File: src/rtl/wtc_pkg.sv
package wtc_pkg;
  typedef enum logic [2:0] {
    ST_IDLE,
    ST_WAIT,
    ST_READ,
    ST_WRITE,
    ST_RESP
  } wtc_state_e;
endpackage

File: src/rtl/wtc_store.sv
module wtc_store #(
  parameter int ADDR_W  = 12,
  parameter int DATA_W  = 32,
  parameter int INDEX_W = 4,
  parameter int ID_W    = 2,
  parameter int OWN_ID  = 0
) (
  input  logic              clk,
  input  logic              rst,
  input  logic [ADDR_W-1:0] lk_addr,
  output logic              lk_hit,
  output logic [DATA_W-1:0] lk_data,
  input  logic              fill_en,
  input  logic [ADDR_W-1:0] fill_addr,
  input  logic [DATA_W-1:0] fill_data,
  input  logic              snoop_valid,
  input  logic [ID_W-1:0]   snoop_id,
  input  logic [ADDR_W-1:0] snoop_addr
);
  localparam int LINES = 1 << INDEX_W;
  localparam int TAG_W = ADDR_W - INDEX_W;

  logic [LINES-1:0] line_ok;
  logic [TAG_W-1:0]  tag_mem  [LINES];
  logic [DATA_W-1:0] data_mem [LINES];

  logic [INDEX_W-1:0] lk_idx, fl_idx, sn_idx;
  logic [TAG_W-1:0]   lk_tag, sn_tag;
  logic               sn_kill;

  assign lk_idx = lk_addr[INDEX_W-1:0];
  assign lk_tag = lk_addr[ADDR_W-1:INDEX_W];
  assign fl_idx = fill_addr[INDEX_W-1:0];
  assign sn_idx = snoop_addr[INDEX_W-1:0];
  assign sn_tag = snoop_addr[ADDR_W-1:INDEX_W];

  // another master's write that matches a valid line
  assign sn_kill = snoop_valid && (snoop_id != ID_W'(OWN_ID)) &&
                   line_ok[sn_idx] && (tag_mem[sn_idx] == sn_tag);

  // a same-cycle invalidation of the looked-up line beats the hit
  assign lk_hit  = line_ok[lk_idx] && (tag_mem[lk_idx] == lk_tag) &&
                   !(sn_kill && (sn_idx == lk_idx));
  assign lk_data = data_mem[lk_idx];

  always_ff @(posedge clk) begin
    if (fill_en) begin
      tag_mem[fl_idx]  <= fill_addr[ADDR_W-1:INDEX_W];
      data_mem[fl_idx] <= fill_data;
    end
  end

  always_ff @(posedge clk) begin
    if (rst) begin
      line_ok <= '0;
    end else begin
      if (fill_en) line_ok[fl_idx] <= 1'b1;
      if (sn_kill) line_ok[sn_idx] <= 1'b0;
    end
  end
endmodule

File: src/rtl/wtc_ctrl.sv
module wtc_ctrl
  import wtc_pkg::*;
#(
  parameter int ADDR_W = 12,
  parameter int DATA_W = 32
) (
  input  logic              clk,
  input  logic              rst,
  input  logic              cpu_req,
  input  logic              cpu_we,
  input  logic [ADDR_W-1:0] cpu_addr,
  input  logic [DATA_W-1:0] cpu_wdata,
  output logic              cpu_ready,
  output logic [DATA_W-1:0] cpu_rdata,
  input  logic              lk_hit,
  input  logic [DATA_W-1:0] lk_data,
  output logic              fill_en,
  output logic [ADDR_W-1:0] fill_addr,
  output logic [DATA_W-1:0] fill_data,
  output logic              bus_req,
  input  logic              bus_gnt,
  output logic              bus_valid,
  output logic              bus_we,
  output logic [ADDR_W-1:0] bus_addr,
  output logic [DATA_W-1:0] bus_wdata,
  input  logic [DATA_W-1:0] bus_rdata,
  input  logic              bus_ack
);
  wtc_state_e        st;
  logic              lat_we;
  logic              need_fetch;
  logic [ADDR_W-1:0] lat_addr;
  logic [DATA_W-1:0] lat_wdata;

  assign fill_en   = bus_ack && ((st == ST_READ) || (st == ST_WRITE));
  assign fill_addr = lat_addr;
  assign fill_data = (st == ST_READ) ? bus_rdata : lat_wdata;

  always_ff @(posedge clk) begin
    if (rst) begin
      st         <= ST_IDLE;
      lat_we     <= 1'b0;
      need_fetch <= 1'b0;
      lat_addr   <= '0;
      lat_wdata  <= '0;
      cpu_ready  <= 1'b0;
      cpu_rdata  <= '0;
      bus_req    <= 1'b0;
      bus_valid  <= 1'b0;
      bus_we     <= 1'b0;
      bus_addr   <= '0;
      bus_wdata  <= '0;
    end else begin
      cpu_ready <= 1'b0;
      unique case (st)
        ST_IDLE: begin
          if (cpu_req) begin
            lat_we    <= cpu_we;
            lat_addr  <= cpu_addr;
            lat_wdata <= cpu_wdata;
            if (!cpu_we && lk_hit) begin
              cpu_rdata <= lk_data;
              cpu_ready <= 1'b1;
              st        <= ST_RESP;
            end else begin
              need_fetch <= !lk_hit;
              bus_req    <= 1'b1;
              st         <= ST_WAIT;
            end
          end
        end
        ST_WAIT: begin
          if (bus_gnt) begin
            bus_valid <= 1'b1;
            bus_addr  <= lat_addr;
            if (need_fetch) begin
              bus_we <= 1'b0;
              st     <= ST_READ;
            end else begin
              bus_we    <= 1'b1;
              bus_wdata <= lat_wdata;
              st        <= ST_WRITE;
            end
          end
        end
        ST_READ: begin
          if (bus_ack) begin
            if (lat_we) begin
              bus_we    <= 1'b1;
              bus_wdata <= lat_wdata;
              st        <= ST_WRITE;
            end else begin
              cpu_rdata <= bus_rdata;
              cpu_ready <= 1'b1;
              bus_valid <= 1'b0;
              bus_req   <= 1'b0;
              st        <= ST_RESP;
            end
          end
        end
        ST_WRITE: begin
          if (bus_ack) begin
            bus_valid <= 1'b0;
            bus_we    <= 1'b0;
            bus_req   <= 1'b0;
            cpu_ready <= 1'b1;
            st        <= ST_RESP;
          end
        end
        ST_RESP: st <= ST_IDLE;
        default: st <= ST_IDLE;
      endcase
    end
  end
endmodule

File: src/rtl/wt_snoop_cache.sv
module wt_snoop_cache #(
  parameter int ADDR_W  = 12,
  parameter int DATA_W  = 32,
  parameter int INDEX_W = 4,
  parameter int ID_W    = 2,
  parameter int OWN_ID  = 0
) (
  input  logic              clk,
  input  logic              rst,
  input  logic              cpu_req,
  input  logic              cpu_we,
  input  logic [ADDR_W-1:0] cpu_addr,
  input  logic [DATA_W-1:0] cpu_wdata,
  output logic              cpu_ready,
  output logic [DATA_W-1:0] cpu_rdata,
  output logic              bus_req,
  input  logic              bus_gnt,
  output logic              bus_valid,
  output logic              bus_we,
  output logic [ADDR_W-1:0] bus_addr,
  output logic [DATA_W-1:0] bus_wdata,
  input  logic [DATA_W-1:0] bus_rdata,
  input  logic              bus_ack,
  input  logic              snoop_valid,
  input  logic [ID_W-1:0]   snoop_id,
  input  logic [ADDR_W-1:0] snoop_addr
);
  logic              lk_hit;
  logic [DATA_W-1:0] lk_data;
  logic              fill_en;
  logic [ADDR_W-1:0] fill_addr;
  logic [DATA_W-1:0] fill_data;

  wtc_store #(
    .ADDR_W(ADDR_W), .DATA_W(DATA_W), .INDEX_W(INDEX_W),
    .ID_W(ID_W), .OWN_ID(OWN_ID)
  ) u_store (
    .clk(clk), .rst(rst),
    .lk_addr(cpu_addr), .lk_hit(lk_hit), .lk_data(lk_data),
    .fill_en(fill_en), .fill_addr(fill_addr), .fill_data(fill_data),
    .snoop_valid(snoop_valid), .snoop_id(snoop_id), .snoop_addr(snoop_addr)
  );

  wtc_ctrl #(.ADDR_W(ADDR_W), .DATA_W(DATA_W)) u_ctrl (
    .clk(clk), .rst(rst),
    .cpu_req(cpu_req), .cpu_we(cpu_we), .cpu_addr(cpu_addr),
    .cpu_wdata(cpu_wdata), .cpu_ready(cpu_ready), .cpu_rdata(cpu_rdata),
    .lk_hit(lk_hit), .lk_data(lk_data),
    .fill_en(fill_en), .fill_addr(fill_addr), .fill_data(fill_data),
    .bus_req(bus_req), .bus_gnt(bus_gnt), .bus_valid(bus_valid),
    .bus_we(bus_we), .bus_addr(bus_addr), .bus_wdata(bus_wdata),
    .bus_rdata(bus_rdata), .bus_ack(bus_ack)
  );
endmodule

File: config.mk
export PLATFORM = sky130hd
export DESIGN_NAME = wt_snoop_cache
export DESIGN_NICKNAME = d
export VERILOG_FILES = /design/src/rtl/wtc_pkg.sv /design/src/rtl/wtc_store.sv /design/src/rtl/wtc_ctrl.sv /design/src/rtl/wt_snoop_cache.sv
export SDC_FILE = /design/constraint.sdc
export NUM_CORES = 1
export LEC_CHECK = 0
export CELL_PAD_IN_SITES_DETAIL_PLACEMENT = 1
export CELL_PAD_IN_SITES_GLOBAL_PLACEMENT = 2
export CORE_MARGIN = 5
export CORE_UTILIZATION = 40
export CTS_CLUSTER_SIZE = 8
export DETAILED_ROUTE_END_ITERATION = 12
export GPL_TIMING_DRIVEN = 0
export HOLD_SLACK_MARGIN = 0.1
export PLACE_DENSITY = 0.8
export SLEW_MARGIN = 30
export SYNTH_ARGS = -nofsm -noshare
export SYNTH_HDL_FRONTEND = slang
export SYNTH_SLANG_ARGS = --single-unit
File: constraint.sdc
create_clock -name clk -period 4.88 [get_ports clk]
set_clock_uncertainty 0.2 [all_clocks]
set_input_delay 1.22 -clock clk [delete_from_list [all_inputs] [get_ports clk]]
set_output_delay 1.22 -clock clk [all_outputs]
set_load 0.05 [all_outputs]
==> summary.md, run 1 <==
| Metric | Value |
|---|---|
| Grt total ovfl | 0 |
| Reg-to-reg slack, setup | 1.01 ns |
| Net count, final | 2257 |
| Worst Tran Pin Value | approximately 1.1 ns |
| Fillers | 7348 |
| Worst r2r src | u_store.tag_mem[3][1] |
| Clk sinks | 785 |
| Initial detailed-routing violation count | 2126 |
| Status | completed |
| Combinational fraction of design power | 7.8% |
| Placed instance count | 3100 |
| Ys async rst share | 0% |
| Internal power | ~12000 uW |
| Setup_tns | 0 ns |
| Horiz. Die Dim | 292 um |
| N_diodes | 0 |
| Hold slack | 0.254 ns |
| GRT Resource Usage Total | about a quarter |
| Crit path required time | between 5 and 6 ns |
| Area of the multi-input gates | between 9000 and 10000 um2 |
| Setup bufs post-CTS | 0 |
| Register area | 22100 um2 |
| Switch share | 23.7% |
| Worst skew pair latency | 0.69 ns |
| Pwr dens | between 300 and 400 nW/um2 |
| Worst reg-to-reg path cell count | 10 |
| Seq/Total Area, Yosys | 69.3% |
| Max_cap viols | 0 |
| Total net switching power | between 3000 and 4000 uW |
| Reg2reg end | u_ctrl.cpu_rdata[5] |
| Max incr delay on CP | roughly 0.67 ns |
| Crit-path cells | clkdlybuf4s50_1 -> clkbuf_4 -> mux4_2 -> a221oi_1 -> xor2_1 -> o2111ai_1 -> a2111o_1 -> buf_4 -> a211o_4 -> buf_6 -> a211oi_2 |
| IO Port Bufs | 170 |
| Synth Warn # | 0 |
| Initial antenna violation count | 2 |
| CTS Buf Count | 108 |
| Placed Area | 36300 um2 |
| Max Slew Vio Count | 0 |
| Clock power frac | 44.8% |
| Max-slew headroom | between 20% and 30% |
| Post-route DRC | 0 |
| Vias in the first global route | 20500 |
| Slowest-stage cell, CP | clkdlybuf4s50_1 |
| Hold path start | u_ctrl.bus_addr[6] |
| Hold path endpoint | u_ctrl.bus_addr[6] |
| Fin area | 39600 um2 |
| Core area | 79000 um2 |
| Yosys reg bits | 785 |
| Final setup vio count | 0 |
| Maximum clock rate | around 210 MHz |
| Worst hold path type | register to register |
| Yosys cell types | 50 |
| Leak | 0.0128 uW |
| Crit path kind | input port to register |
| Ports | 177 |
| Maximum number of pins on one net before global-route repair | 19 |
| DR WL/cell | 31.0 um |
| Via count | roughly 19000 |
| Critical Path Start Type | input port |
| Seq pwr share | 47.4% |
| Max Root-Sink Buffers | 3 |
| Full die area | 85500 um2 |
| Post-Synthesis Cells | 1824 |
| Post-synth EDFFs | 640 |
| # rows | ~100 |
| Mapped cell area | 31900 um2 |
| Max H-tree Level | 3 |
| Post-DP HPWL | around 70000 um |
| Worst setup EP type | register |
| Hold depth | 2 |
| Final setup margin | 0.0943 ns |
| First-pass GRT wire length | 147000 um |
| Worst EP arrival | slightly above 5 ns |
| Antenna-violating nets left | 0 |
| Unrepaired setup endpoints after global routing | no |
| Total Wirelength | 102000 um |
| Mean Syn Cell Area | 17.5 um2 |
| Buf+Inv Stages, Crit Path | 4 |
| DRT Pass-1 Iters | 7 |
| Share of post-route cells with drive strength above 1 | about a quarter |
| VDD IR max | 0.306 mV |
| Primary FF master, synth | edfxtp_1 |
| CTS tree | yes |
| Synth Net Count | 1921 |
| Area Overhead vs Synth | 24.0% |
| CTS clk-pin slew, worst paths | 0.05 ns |
| Die height | 292 um |
| Via density | 5.85 |
| Critical-path maximum fanout | 10 |
| Non-Filler Instances | 3304 |
| Post-Place Worst Slack | -1.23 ns |
| Final hold violation count | 0 |
| Final cycle utilization of the critical path | 98.1% |
| Worst path top cell family by delay | compound AO/OA/AOI/OAI gates |
| Root buf cell | clkbuf_16 |
| RePlAce Congestion | 0.818 |
| Post-layout minimum cycle time | 4.79 ns |
| Initial core utilization | 40.4% |
## flip-flops by register name, summed over array words and instances, names as in the netlist, 3 cells and up
name,count
u_ctrl.bus_addr,12
u_store.tag_mem,128
u_store.line_ok,16
u_ctrl.bus_wdata,32
u_ctrl.lat_wdata,32
u_ctrl.cpu_rdata,32
u_store.data_mem,512
u_ctrl.fill_addr,12
u_ctrl.st,3
## cell usage in the layout, fill, tap and decap left out, types with 68 or more instances in the layout
cell	n
clkbuf_1	138
a21oi_1	131
nand2_1	223
edfxtp_1	640
clkbuf_16	108
mux4_2	226
clkdlybuf4s50_1	170
mux2i_1	68
dfxtp_1	145
## layer usage
metal,part of all wire (%),vias up,wire length [um],global-route usage (%)
met5,0,-,0,0
met4,3.7,0,3750,7.89
met3,8.7,193,8940,5.65
met2,48,1037,49500,38.7
met1,39,10200,40100,31.4
li1,-,7905,-,-
## cell families after synthesis
family | count (synthesis) | synth area share [%]
compound gates | 222 | 4.72
xor+xnor | 21 | 0.576
buf+inv | 154 | 2.05
flops | 785 | 69.3
mux | 327 | 19.2
simple gates | 315 | 4.10
## how the worst max path moves through the flow
stage	startpoint	endpoint	slack (ns)	depth (start not counted)
4_1_cts	cpu_addr[3]	u_ctrl.cpu_rdata[25]	0.02	11
5_1_grt	cpu_addr[1]	u_ctrl.cpu_rdata[25]	0.004	12
3_5_place_dp	snoop_addr[2]	u_ctrl.cpu_ready	-1.23	13
3_3_place_gp	bus_ack	u_store.data_mem[14][8]	-2.87	5
2_1_floorplan	cpu_addr[0]	u_ctrl.cpu_rdata[23]	0.50	11
6_report	cpu_addr[3]	u_ctrl.cpu_rdata[5]	0.09	11
## layout make-up
| class | count | share of cell area, % |
|---|---|---|
| plain buffers | 119 | 1.47 |
| clock buffers | 196 | 7.66 |
| clock inverters | 8 | 0.392 |
| inverters | 35 | 0.332 |
| multi-input cells | 885 | 23.5 |
| flip-flops and latches | 785 | 55.9 |
| well taps | 1050 | 3.32 |
| repair buffers | 226 | 7.38 |
## power groups by stage
stage | Sequential, uW | Combinational, uW | Clock, uW
finish | 7470 | 1230 | 7050
global route | 7470 | 1300 | 7500
CTS | 7470 | 1230 | 7160
detailed placement | 7600 | 1220 | 0
global placement | 7600 | 1160 | 0
floorplan | 7630 | 661 | 0
## cells in the mapped netlist, types with 3 or more instances
cell	n	area, um2
edfxtp_1	640	19200
mux4_2	226	5090
nand2_1	224	841
dfxtp_1	145	2900
a21oi_1	132	661
mux2i_1	68	681
clkbuf_1	66	248
nor2_1	39	146
inv_1	34	128
mux2_2	33	372
a211oi_2	30	375
buf_1	27	101
buf_2	16	80.1
xnor2_1	15	131
a211oi_1	14	105
nor2b_1	12	75.1
and2_1	10	62.6
a22oi_1	9	67.6
nand2b_1	7	43.8
o21ai_0	6	30.0
xor2_1	6	52.6
a22o_1	5	43.8
buf_4	5	37.5
buf_6	5	56.3
nand3_1	5	25.0
a311oi_1	4	35.0
nand3b_1	4	30.0
nor3_1	4	20.0
a21o_1	3	22.5
a221oi_1	3	26.3
nor4_1	3	18.8
o21a_1	3	22.5
## worst min-delay path: cells and delay by family (launching register included)
family | cells | cell delay [ns]
AOI/OAI and AO/OA | 1 | 0.05
DFF | 1 | 0.30
and+or+nand+nor | 1 | 0.05
## per-stage QoR
step	power [uW]	utilization [%]
final	15800	50.1
after global routing	16300	50.1
after CTS	15900	50.1
after detailed placement	8820	46.0
after global placement	8750	44.2
after floorplan	8290	-
## timing repair
item / 4_1_cts / 5_1_grt
gates resized for setup: 15 / 10
hold buffers: 0 / 0
endpoints found under the setup margin: 35 / 32
(Power assumes the default switching activity.)
==> run 2, diff against run 1 <==
--- a/config.mk
+++ b/config.mk
@@ -14,6 +14,7 @@
 export GPL_TIMING_DRIVEN = 0
 export HOLD_SLACK_MARGIN = 0.1
 export PLACE_DENSITY = 0.8
+export SETUP_SLACK_MARGIN = 0.4
 export SLEW_MARGIN = 30
 export SYNTH_ARGS = -nofsm -noshare
 export SYNTH_HDL_FRONTEND = slang
==> summary.md, run 2 (same netlist as run 1, synthesis figures left out) <==
| Metric | Value |
|---|---|
| Max Slew Vio Count | 0 (unchanged) |
| Register area | 22100 um2 (unchanged) |
| Max H-tree Level | 3 (unchanged) |
| Seq pwr share | 47.4% (about the same) |
| Final hold violation count | 0 (unchanged) |
| Most frequent cells in the layout | 640 x edfxtp_1, 226 x mux4_2, 223 x nand2_1 (unchanged) |
| Via count | 19300 (about the same) |
| Area Overhead vs Synth | 24.3% (was 24.0%) |
| Post-route DRC | 0 (unchanged) |
| Leak | 0.0129 uW (was 0.0128 uW) |
| DRT Pass-1 Iters | 5 (was 7) |
| Core area | 79000 um2 (unchanged) |
| Crit path kind | input port to register (unchanged) |
| Grt total ovfl | 0 (unchanged) |
| Status | completed (unchanged) |
| Total net switching power | 3730 uW (about the same) |
| Initial antenna violation count | 2 (unchanged) |
| Internal power | 12000 uW (about the same) |
| DR WL/cell | 31.0 um (about the same) |
| CTS tree | yes (unchanged) |
| Antenna-violating nets left | 0 (unchanged) |
| Root buf cell | clkbuf_16 (unchanged) |
| # rows | 103 (unchanged) |
| Net count, final | 2259 (was 2257) |
| Critical Path Start Type | input port (unchanged) |
| Max_cap viols | 0 (unchanged) |
| Worst setup EP type | register (unchanged) |
| Pwr dens | 397 nW/um2 (was 398 nW/um2) |
| Full die area | 85500 um2 (unchanged) |
| Post-DP HPWL | 69900 um (unchanged) |
| Clk sinks | 785 (unchanged) |
| Area of the multi-input gates | 9330 um2 (was 9320 um2) |
| Initial core utilization | 40.4% (unchanged) |
| Worst Tran Pin Value | 1.10 ns (was 1.08 ns) |
| CTS Buf Count | 108 (unchanged) |
| Post-layout minimum cycle time | 4.50 ns (was 4.79 ns) |
| Vias in the first global route | 20500 (about the same) |
| Ports | 177 (unchanged) |
| Initial detailed-routing violation count | 2126 (unchanged) |
| Final setup vio count | 0 (unchanged) |
| Final Power | 15800 uW (about the same) |
| Unrepaired setup endpoints after global routing | yes (was no) |
| Max reg flops | 512 (unchanged) |
| GRT Resource Usage Total | 23.6% (about the same) |
| Clock power frac | 44.7% (was 44.8%) |
| Share of post-route cells with drive strength above 1 | 24.7% (was 24.3%) |
| Maximum number of pins on one net before global-route repair | 19 (unchanged) |
| Worst skew pair latency | 0.69 ns (about the same) |
| VDD IR max | 0.306 mV (about the same) |
| Total Wirelength | 102000 um (about the same) |
| Critical-path maximum fanout | 10 (unchanged) |
| Commonest non-fill, non-tap cell in the layout | edfxtp_1 (unchanged) |
| Worst EP arrival | 4.86 ns (was 5.16 ns) |
| Max Root-Sink Buffers | 3 (unchanged) |
| Biggest registers after layout | u_store.data_mem: 512 flops, u_store.tag_mem: 128 flops (unchanged) |
| CTS clk-pin slew, worst paths | 0.05 ns (about the same) |
| Horiz. Die Dim | 292 um (unchanged) |
| IO Port Bufs | 170 (unchanged) |
| RePlAce Congestion | 0.818 (unchanged) |
| Switch share | 23.7% (about the same) |
| Cts hold-fix bufs | 0 (unchanged) |
| Max-slew headroom | 26.4% (was 28.0%) |
| Fin util | 50.2% (was 50.1%) |
| Die height | 292 um (unchanged) |
| Final cycle utilization of the critical path | 92.2% (was 98.1%) |
| Crit path required time | 5.25 ns (about the same) |
| Worst hold path type | register to register (unchanged) |
| Largest register by flop count | u_store.data_mem (unchanged) |
| Maximum clock rate | 222 MHz (was 209 MHz) |
| Fillers | 7344 (was 7348) |
| Combinational fraction of design power | 7.9% (was 7.8%) |
| First-pass GRT wire length | 147000 um (about the same) |
| Via density | 5.84 (was 5.85) |
## run 2: changes by cell type in the layout (fill, tap and decap cells not counted), sizes merged
cell and delta:
dlygate4sd2 +2, clkbuf +5, clkdlybuf4s50 -2, buf -3
diode +1
## run 2: metal layers
layer | wire (um) | GRT usage, %
met2 | 49900 | 38.8
met3 | 8970 | 5.63
met4 | 3710 | 7.90
met1 | 39900 | 31.3
met5 | 0 | 0
## run 2: power by group through the flow
stage	Combinational (uW)	Sequential [uW]	Clock (uW)
2_1_floorplan	661	7630	0
3_3_place_gp	1160	7600	0
3_5_place_dp	1220	7600	0
4_1_cts	1240	7470	7160
5_1_grt	1310	7470	7500
6_report	1240	7470	7050
## run 2: final cells by class
class / count / area share, %
antenna: 1 / 0.00631
buffer: 119 / 1.62
clock buffer: 196 / 7.65
clock inverter: 8 / 0.391
inverter: 35 / 0.331
multi-input combinational: 885 / 23.5
sequential: 785 / 55.8
tap: 1050 / 3.31
timing repair buffer: 228 / 7.39
## run 2: critical path, cell delays in order
cell             delay (ns)
clkdlybuf4s50_1        0.45
clkbuf_4               0.24
nor2_1                 0.52
a22oi_1                0.19
and3_1                 0.24
o2111ai_1              0.27
a2111oi_1              0.17
a2111o_1               0.49
buf_4                  0.21
a211o_4                0.41
buf_6                  0.19
a211oi_2               0.25
## run 2: through the flow
stage	worst slack (ns)	TNS, ns	instances	instance area [um2]	hold WS (ns)
after detailed placement	-1.23	-47.72	3100	36300	0.248
after global routing	0.395	0	3306	39700	0.277
after global placement	-2.87	-1654.06	3044	35000	0.242
final	0.382	0	3307	39700	0.254
after CTS	0.420	0	3306	39600	0.255
after floorplan	0.501	0	1824	31900	0.243
## run 2: path summary, 6_finish.rpt
kind	startpoint	endpoint	slack, ns	cells past startpoint
worst min register to register	u_ctrl.bus_addr[6]	u_ctrl.bus_addr[6]	0.25	2
worst max-delay path	snoop_addr[0]	u_ctrl.cpu_rdata[5]	0.38	12
worst min-delay path	u_ctrl.bus_addr[6]	u_ctrl.bus_addr[6]	0.25	2
worst max register to register	u_store.tag_mem[15][1]	u_ctrl.cpu_rdata[5]	1.03	10
## run 2: repair_timing
action / 4_1_cts / 5_1_grt
pin swaps: 2 / 0
buffers inserted: 1 / 0
gates resized for setup: 46 / 13
gates cloned: 1 / 0
setup endpoints to repair: 53 / 31
==> run 3, diff against run 2 <==
--- a/config.mk
+++ b/config.mk
@@ -13,8 +13,9 @@
 export DETAILED_ROUTE_END_ITERATION = 12
 export GPL_TIMING_DRIVEN = 0
 export HOLD_SLACK_MARGIN = 0.1
+export MAX_ROUTING_LAYER = met4
 export PLACE_DENSITY = 0.8
-export SETUP_SLACK_MARGIN = 0.4
+export SETUP_SLACK_MARGIN = 0.5
 export SLEW_MARGIN = 30
 export SYNTH_ARGS = -nofsm -noshare
 export SYNTH_HDL_FRONTEND = slang
==> summary.md, run 3 (same netlist as run 1, synthesis figures left out) <==
| Metric | Value |
|---|---|
| Status | completed (unchanged) |
| Root buf cell | clkbuf_16 (unchanged) |
| Most frequent cells in the layout | 640 x edfxtp_1, 226 x mux4_2, 223 x nand2_1 (unchanged) |
| VDD IR max | 0.305 mV (was 0.306 mV) |
| Max reg flops | 512 (unchanged) |
| Initial antenna violation count | 2 (unchanged) |
| Via count | 19400 (was 19300) |
| Post-route DRC | 0 (unchanged) |
| Share of post-route cells with drive strength above 1 | 25.0% (was 24.7%) |
| Worst hold path type | register to register (unchanged) |
| # rows | 103 (unchanged) |
| Post-Place Worst Slack | -1.23 ns (unchanged) |
| Final hold violation count | 0 (unchanged) |
| Net count, final | 2259 (unchanged) |
| RePlAce Congestion | 0.831 (was 0.818) |
| N_diodes | 0 (was 1) |
| Clk sinks | 785 (unchanged) |
| Pwr dens | 397 nW/um2 (about the same) |
| Vias in the first global route | 20500 (about the same) |
| Worst skew pair latency | 0.69 ns (about the same) |
| Commonest non-fill, non-tap cell in the layout | edfxtp_1 (unchanged) |
| DR WL/cell | 31.1 um (was 31.0 um) |
| Via density | 5.86 (was 5.84) |
| Max Root-Sink Buffers | 3 (unchanged) |
| Largest register by flop count | u_store.data_mem (unchanged) |
| GRT Resource Usage Total | 24.4% (was 23.6%) |
| Max H-tree Level | 3 (unchanged) |
| Leak | 0.0129 uW (about the same) |
| Full die area | 85500 um2 (unchanged) |
| Maximum clock rate | 230 MHz (was 222 MHz) |
| Crit path required time | 5.23 ns (was 5.25 ns) |
| IO Port Bufs | 170 (unchanged) |
| Max-slew headroom | 26.7% (was 26.4%) |
| Unrepaired setup endpoints after global routing | no (was yes) |
| Antenna-violating nets left | 0 (unchanged) |
| Horiz. Die Dim | 292 um (unchanged) |
| Post-layout minimum cycle time | 4.35 ns (was 4.50 ns) |
| Final cycle utilization of the critical path | 89.2% (was 92.2%) |
| Max_cap viols | 0 (unchanged) |
| Post-DP HPWL | 69900 um (unchanged) |
| Die height | 292 um (unchanged) |
| Biggest registers after layout | u_store.data_mem: 512 flops, u_store.tag_mem: 128 flops (unchanged) |
| Final setup margin | 0.528 ns (was 0.382 ns) |
| Hold slack | 0.253 ns (was 0.254 ns) |
| Max Slew Vio Count | 0 (unchanged) |
| Worst setup EP type | register (unchanged) |
| Total Wirelength | 103000 um (was 102000 um) |
| Final setup vio count | 0 (unchanged) |
| Initial core utilization | 40.4% (unchanged) |
| Critical-path maximum fanout | 10 (unchanged) |
| DRT Pass-1 Iters | 5 (unchanged) |
| Area Overhead vs Synth | 24.4% (was 24.3%) |
| Initial detailed-routing violation count | 2199 (was 2126) |
| Ports | 177 (unchanged) |
| Worst EP arrival | 4.71 ns (was 4.86 ns) |
| Core area | 79000 um2 (unchanged) |
| CTS clk-pin slew, worst paths | 0.05 ns (about the same) |
| First-pass GRT wire length | 147000 um (about the same) |
| CTS Buf Count | 108 (unchanged) |
| Grt total ovfl | 0 (unchanged) |
| Maximum number of pins on one net before global-route repair | 19 (unchanged) |
| Crit path kind | input port to register (unchanged) |
| CTS tree | yes (unchanged) |
| Worst Tran Pin Value | 1.10 ns (about the same) |
| Critical Path Start Type | input port (unchanged) |
-- run 3: per-layer routing --
metal | GRT usage, % | vias up | wire, um
met4 | 7.79 | 0 | 3620
met2 | 38.8 | 1051 | 49900
li1 | - | 7905 | -
met5 | - | - | 0
met1 | 31.5 | 10200 | 40400
met3 | 5.46 | 196 | 8800
-- run 3: report_power, final --
part / total [uW] / switching, uW / internal (uW)
sequential: 7470 / 77.0 / 7390
combinational: 1250 / 783 / 463
clock: 7060 / 2880 / 4170
total: 15800 / 3740 / 12000
-- run 3: worst paths after layout --
| kind | from | to | slack, ns | cells past startpoint |
|---|---|---|---|---|
| max | snoop_addr[0] | u_ctrl.cpu_rdata[25] | 0.53 | 12 |
| min | u_ctrl.bus_addr[6] | u_ctrl.bus_addr[6] | 0.25 | 2 |
| max reg2reg | u_store.tag_mem[3][1] | u_ctrl.cpu_rdata[25] | 1.08 | 10 |
| min reg2reg | u_ctrl.bus_addr[6] | u_ctrl.bus_addr[6] | 0.25 | 2 |
-- run 3: what timing repair did --
| action | 4_1_cts | 5_1_grt |
|---|---|---|
| endpoints found under the setup margin | 53 | 32 |
| setup buffers | 1 | 0 |
| hold buffers | 0 | 0 |
| resized for setup | 51 | 27 |
| pin swaps | 2 | 0 |
| cloned | 1 | 0 |
-- run 3: final cells by class --
cell class              instances  area, um2
plain buffers                 119        673
clock inverters                 8        155
well taps                    1050       1310
fillers                      7337      39300
inverters                      35        131
multi-input cells             885       9370
flip-flops and latches        785      22100
repair buffers                228       2930
clock buffers                 196       3030
-- run 3: per-stage QoR --
step,instance area (um2),TNS [ns],util (%),total power (uW),instances
finish,39700,0,50.3,15800,3306
global route,39700,0,50.3,16300,3306
CTS,39600,0,50.2,15900,3306
detailed placement,36300,-47.72,46.0,8820,3100
global placement,35000,-1654.06,44.2,8750,3044
floorplan,31900,0,-,8290,1824
-- run 3: critical path, cell delays in order --
cell and delay (ns):
clkdlybuf4s50_1 0.46, buf_6 0.18, nor2_1 0.47, a22oi_1 0.18
and3_1 0.24, o2111ai_1 0.24, a2111oi_1 0.15, a2111o_1 0.48
buf_4 0.22, a211o_4 0.42, buf_6 0.20, a211oi_2 0.22
